### src/rtl/condWaitPkg.sv
package condWaitPkg;
  typedef enum logic [1:0] {
    ST_IDLE = 2'd0,
    ST_HOLD = 2'd1,
    ST_POLL = 2'd2
  } waitState_t;

  typedef struct packed {
    logic load;       // capture settings
    logic holdDec;    // count down holdoff
    logic pollInc;    // one more failed poll
    logic finishHit;  // condition seen non-zero
    logic finishTmo;  // poll limit reached
  } waitStrobes_t;
endpackage

### src/rtl/condWaitCtrl.sv
module condWaitCtrl
  import condWaitPkg::*;
(
  input  logic         clk,
  input  logic         rstN,
  input  logic         start,
  input  logic         startZero,
  input  logic         holdLast,
  input  logic         condHit,
  input  logic         pollLast,
  output waitStrobes_t strobes,
  output logic         busy
);
  waitState_t state, stateNext;

  always_comb begin
    stateNext = state;
    strobes   = '0;
    unique case (state)
      ST_IDLE: begin
        if (start) begin
          strobes.load = 1'b1;
          stateNext    = startZero ? ST_POLL : ST_HOLD;
        end
      end
      ST_HOLD: begin
        strobes.holdDec = 1'b1;
        if (holdLast) stateNext = ST_POLL;
      end
      ST_POLL: begin
        if (condHit) begin
          strobes.finishHit = 1'b1;
          stateNext         = ST_IDLE;
        end else if (pollLast) begin
          strobes.finishTmo = 1'b1;
          stateNext         = ST_IDLE;
        end else begin
          strobes.pollInc = 1'b1;
        end
      end
      default: stateNext = ST_IDLE;
    endcase
  end

  always_ff @(posedge clk or negedge rstN) begin
    if (!rstN) state <= ST_IDLE;
    else       state <= stateNext;
  end

  assign busy = (state != ST_IDLE);
endmodule

### src/rtl/condWaitDp.sv
module condWaitDp
  import condWaitPkg::*;
#(
  parameter int DATA_W = 8,
  parameter int CNT_W  = 8
) (
  input  logic              clk,
  input  logic              rstN,
  input  waitStrobes_t      strobes,
  input  logic [CNT_W-1:0]  startDelay,
  input  logic [CNT_W-1:0]  timeoutCnt,
  input  logic              timeoutEn,
  input  logic [DATA_W-1:0] cond,
  output logic              startZero,
  output logic              holdLast,
  output logic              condHit,
  output logic              pollLast,
  output logic              done,
  output logic              timedOut,
  output logic [DATA_W-1:0] result
);
  localparam int CMP_W = CNT_W + 1;

  logic [CNT_W-1:0] holdCnt;
  logic [CNT_W-1:0] pollCnt;
  logic [CNT_W-1:0] limitReg;
  logic             limitEn;
  logic [CMP_W-1:0] pollNext;

  always_ff @(posedge clk or negedge rstN) begin
    if (!rstN) begin
      holdCnt  <= '0;
      pollCnt  <= '0;
      limitReg <= '0;
      limitEn  <= 1'b0;
    end else if (strobes.load) begin
      holdCnt  <= startDelay;
      pollCnt  <= '0;
      limitReg <= timeoutCnt;
      limitEn  <= timeoutEn;
    end else begin
      if (strobes.holdDec) holdCnt <= holdCnt - 1'b1;
      if (strobes.pollInc) pollCnt <= pollCnt + 1'b1;
    end
  end

  assign pollNext  = {1'b0, pollCnt} + CMP_W'(1);
  assign startZero = (startDelay == '0);
  assign holdLast  = (holdCnt == CNT_W'(1));
  assign condHit   = (cond != '0);
  assign pollLast  = limitEn && (pollNext >= {1'b0, limitReg});

  always_ff @(posedge clk or negedge rstN) begin
    if (!rstN) begin
      done     <= 1'b0;
      timedOut <= 1'b0;
      result   <= '0;
    end else begin
      done <= strobes.finishHit | strobes.finishTmo;
      if (strobes.finishHit) begin
        result   <= cond;
        timedOut <= 1'b0;
      end else if (strobes.finishTmo) begin
        result   <= '0;
        timedOut <= 1'b1;
      end
    end
  end
endmodule

### src/rtl/condWait.sv
module condWait
  import condWaitPkg::*;
#(
  parameter int DATA_W = 8,
  parameter int CNT_W  = 8
) (
  input  logic              clk,
  input  logic              rstN,
  input  logic              start,
  input  logic [CNT_W-1:0]  startDelay,
  input  logic [CNT_W-1:0]  timeoutCnt,
  input  logic              timeoutEn,
  input  logic [DATA_W-1:0] cond,
  output logic              busy,
  output logic              done,
  output logic              timedOut,
  output logic [DATA_W-1:0] result
);
  waitStrobes_t strobes;
  logic startZero, holdLast, condHit, pollLast;

  condWaitCtrl u_ctrl (
    .clk(clk), .rstN(rstN), .start(start),
    .startZero(startZero), .holdLast(holdLast),
    .condHit(condHit), .pollLast(pollLast),
    .strobes(strobes), .busy(busy)
  );

  condWaitDp #(.DATA_W(DATA_W), .CNT_W(CNT_W)) u_dp (
    .clk(clk), .rstN(rstN), .strobes(strobes),
    .startDelay(startDelay), .timeoutCnt(timeoutCnt), .timeoutEn(timeoutEn),
    .cond(cond), .startZero(startZero), .holdLast(holdLast),
    .condHit(condHit), .pollLast(pollLast),
    .done(done), .timedOut(timedOut), .result(result)
  );
endmodule

### config.mk
export PLATFORM = sky130hd
export DESIGN_NAME = condWait
export DESIGN_NICKNAME = d
export VERILOG_FILES = /design/src/rtl/condWaitPkg.sv /design/src/rtl/condWaitCtrl.sv /design/src/rtl/condWaitDp.sv /design/src/rtl/condWait.sv
export SDC_FILE = /design/constraint.sdc
export NUM_CORES = 1
export LEC_CHECK = 0
export BUFFER_PORTS_ARGS = -buffer_cell sky130_fd_sc_hd__buf_2
export CORE_UTILIZATION = 48
export CTS_BUF_LIST = sky130_fd_sc_hd__clkbuf_4
export DETAILED_ROUTE_END_ITERATION = 8
export PLACE_DENSITY = 0.72
export SYNTH_ARGS = -nofsm -noshare
export SYNTH_HDL_FRONTEND = slang
export SYNTH_HIERARCHICAL = 1
export SYNTH_SLANG_ARGS = --single-unit
### constraint.sdc
create_clock -name clk -period 4.2 [get_ports clk]
set_input_delay 0.21 -clock clk [delete_from_list [all_inputs] [get_ports clk]]
set_output_delay 0.21 -clock clk [all_outputs]
set_load 0.1 [all_outputs]
==> results.toml <==
[outcome]
status = "finished, final reports clean"

[detailed_routing]
drt_iter0_drc = 76
top_layer_used = "met4"
avgRoutedWirePerCell_um = 13.38
ant_nets = 0
met2_length_mm = 1.776
m1WireLength_mm = 1.835
routed_via_density = 5.196
wl_met3_um = 151
route.detailed.drc = 0
dr.pass1.iters = 4
wl_mm = 3.814
vias = 1481

[clocking]
clock_latency_ns = 0.34
cts.sinks = 37
cts_max_path_buffers = 2
root_buffer = "clkbuf_4"
htreeDepth = 2
postCtsSetupBuffers = 0
numCtsBuffers = 5
cts.clk_slew.worst_paths_ns = 0.11
cts_tree = "yes"

[global_route]
antenna_found_initial = 0
grt_util_all_layers_pct = 20.25
grt_max_degree = 38
grt_remaining_overflow = 0
grt_pass1_vias = 1478
grt_pass1_wl_mm = 6.465

[floorplan]
core.rowCount = 22
initial_core_util_pct = 51.73
ioPinCount = 39
die_w_um = 65.75
die_height_um = 65.75
core_um2 = 3771
die-area_um2 = 4322

[timing]
max_freq_mhz = 290.2
setup_viol = 0
fin_crit_sh_pct = 82.04
maxSlewViolCount = 0
worst_pin_slew_ns = 0.8959
setup_slack_ns = 0.7542
relSlewSlack_pct = 40.11
rsz0062_at_grt = "no"
hold_violations = 0
clock-skew-final_ns = 0.007385
fin_crit_ns = 3.446
fin_setup_tns_ns = 0

[worst_setup_path]
cp_cell_sequence = "ha_1 > and3_1 > and3_1 > xor2_1 > ha_1 > a21oi_1 > o21ai_0 > a21oi_1 > o22ai_1 > nor4b_2 > nand4_1 > xor2_1 > nor2_1"
slowest_delay_ns = 0.76
timing.critical_path.buf_inv = 0
path_max_fanout = 9
critPathTopFamily = "simple AND/OR/NAND/NOR gates"
crit_path_end_kind = "flop"
cp.required_ns = 4.39
start_kind = "flop"
crit_type = "flop to flop"
worstPathArrival_ns = 3.64
crit_slowest_cell = "nor4b_2"
r2r_setup_slack_ns = 0.75

[layout]
final_common_cell = "buf_2"
finalCoreUtilization_pct = 60.29
syn_to_final_growth_pct = 16.55
nets = 275
final_cell_mix = "buf_2, dfrtp_1, nand2_1"
drive_gt1_share_pct = 23.21
fin_area_um2 = 2273
antenna_cells = 0

[power_and_ir_drop]
totalPowerFinal_w = 0.001156
power.density_nw_per_um2 = 508.3
ir_drop_mv = 0.2263
cellLeakagePower_nw = 1.170

[yosys]
synthFlopType = "dfrtp_1"
synth.distinct_cells = 37
postSynth.asyncResetShare_pct = 100.0
yosysSeqAreaShare_pct = 47.47
synth-edff-count = 0
yosysWarningCount = 6
netlist_area_um2 = 1951
synthesis.nets = 235
synth_seq_cells = 37
synthCells = 196
avgSynthCellArea_um2 = 9.952

[placed_design]
dpl.hpwl_mm = 2.763
place.port_buffers = 38
pre_cts_slack_ns = 0.8289
dpl_cell_area_um2 = 2185
gp_congestion = 0.7778

[hold_path]
hp-class = "primary input to flop"

[run]
drv_cap = 0
-- area by class of cell --
| class | count | area, um2 |
|---|---|---|
| Multi-Input combinational cell | 140 | 955.9 |
| Tap cell | 48 | 60.06 |
| Fill cell | 322 | 1498 |
| Clock inverter | 2 | 33.78 |
| Clock buffer | 6 | 45.04 |
| Timing Repair Buffer | 40 | 207.7 |
| Sequential cell | 37 | 925.9 |
| Inverter | 12 | 45.04 |
-- cell families after synthesis --
logic type | share of synthesized area, %
compound gates | 11.03
simple gates | 20.72
mux | 1.090
buf+inv | 3.656
flops | 47.47
fa+ha+maj | 7.056
xor+xnor | 8.980
-- worst reg2reg max path, cell delays in order, from the launching register on --
cell	delay, ns
dfrtp_1	0.43
ha_1	0.25
and3_1	0.23
and3_1	0.22
xor2_1	0.15
ha_1	0.30
a21oi_1	0.12
o21ai_0	0.09
a21oi_1	0.14
o22ai_1	0.14
nor4b_2	0.77
nand4_1	0.22
xor2_1	0.20
nor2_1	0.06
-- metal layers --
layer	up-vias	track usage [%]
li1	748	-
met2	24	30.87
met4	0	11.41
met3	5	4.861
met5	-	0
met1	704	26.12
-- sequential cells by signal, summed over array words and instances (netlist names) --
name and cells:
u_ctrl/state 2, u_dp/done 1, u_dp/holdCnt 8, u_dp/limitEn 1, u_dp/limitReg 8, u_dp/pollCnt 8, u_dp/result 8, u_dp/timedOut 1
-- power breakdown --
part           switching [W]  internal, W
Clock               0.000113     0.000130
Combinational       0.000241     0.000147
Sequential         0.0000733     0.000451
Total               0.000427     0.000728
-- cell usage after synthesis (all sizes together), types with 2 or more instances --
cell type  instances  area share, %
dfrtp             37             47
nand2             28            5.4
o21ai             19            5.1
nor2              16            3.1
xor2              13            5.8
inv               12            2.3
ha                11            7.1
a22o               8            3.6
clkbuf             7            1.3
xnor2              7            3.1
a21oi              5            1.3
and3               3           0.96
nor4               3           0.96
nor4b              3            2.4
or4                3            1.3
and2               2           0.64
and4bb             2            1.3
nand3              2           0.51
nand4              2           0.64
-- final timing paths --
| check | from | cells past startpoint | to |
|---|---|---|---|
| min in group asynchronous | rstN | 2 | u_dp/result[4]$_DFFE_PN0P_ |
| worst min register to register | u_dp/timedOut$_DFFE_PN0P_ | 2 | u_dp/timedOut$_DFFE_PN0P_ |
| worst min-delay path | timeoutCnt[4] | 3 | u_dp/limitReg[4]$_DFFE_PN0P_ |
| worst max-delay path | u_dp/pollCnt[0]$_DFFE_PN0P_ | 13 | u_dp/pollCnt[7]$_DFFE_PN0P_ |
| worst max register to register | u_dp/pollCnt[0]$_DFFE_PN0P_ | 13 | u_dp/pollCnt[7]$_DFFE_PN0P_ |
| max in group asynchronous | rstN | 2 | u_dp/pollCnt[3]$_DFFE_PN0P_ |
-- metrics by stage --
step           hold WS, ns  std cells
6_report           0.06140        285
4_1_cts            0.05261        285
3_3_place_gp        0.3583        276
2_1_floorplan     -0.08559        196
5_1_grt            0.06756        285
3_5_place_dp        0.3409        276
-- timing repair --
action,in CTS,in global routing
resized for setup,0,0
hold buffers,1,0
endpoints found under the hold margin,37,0
Power figures use the tool's default switching activity.
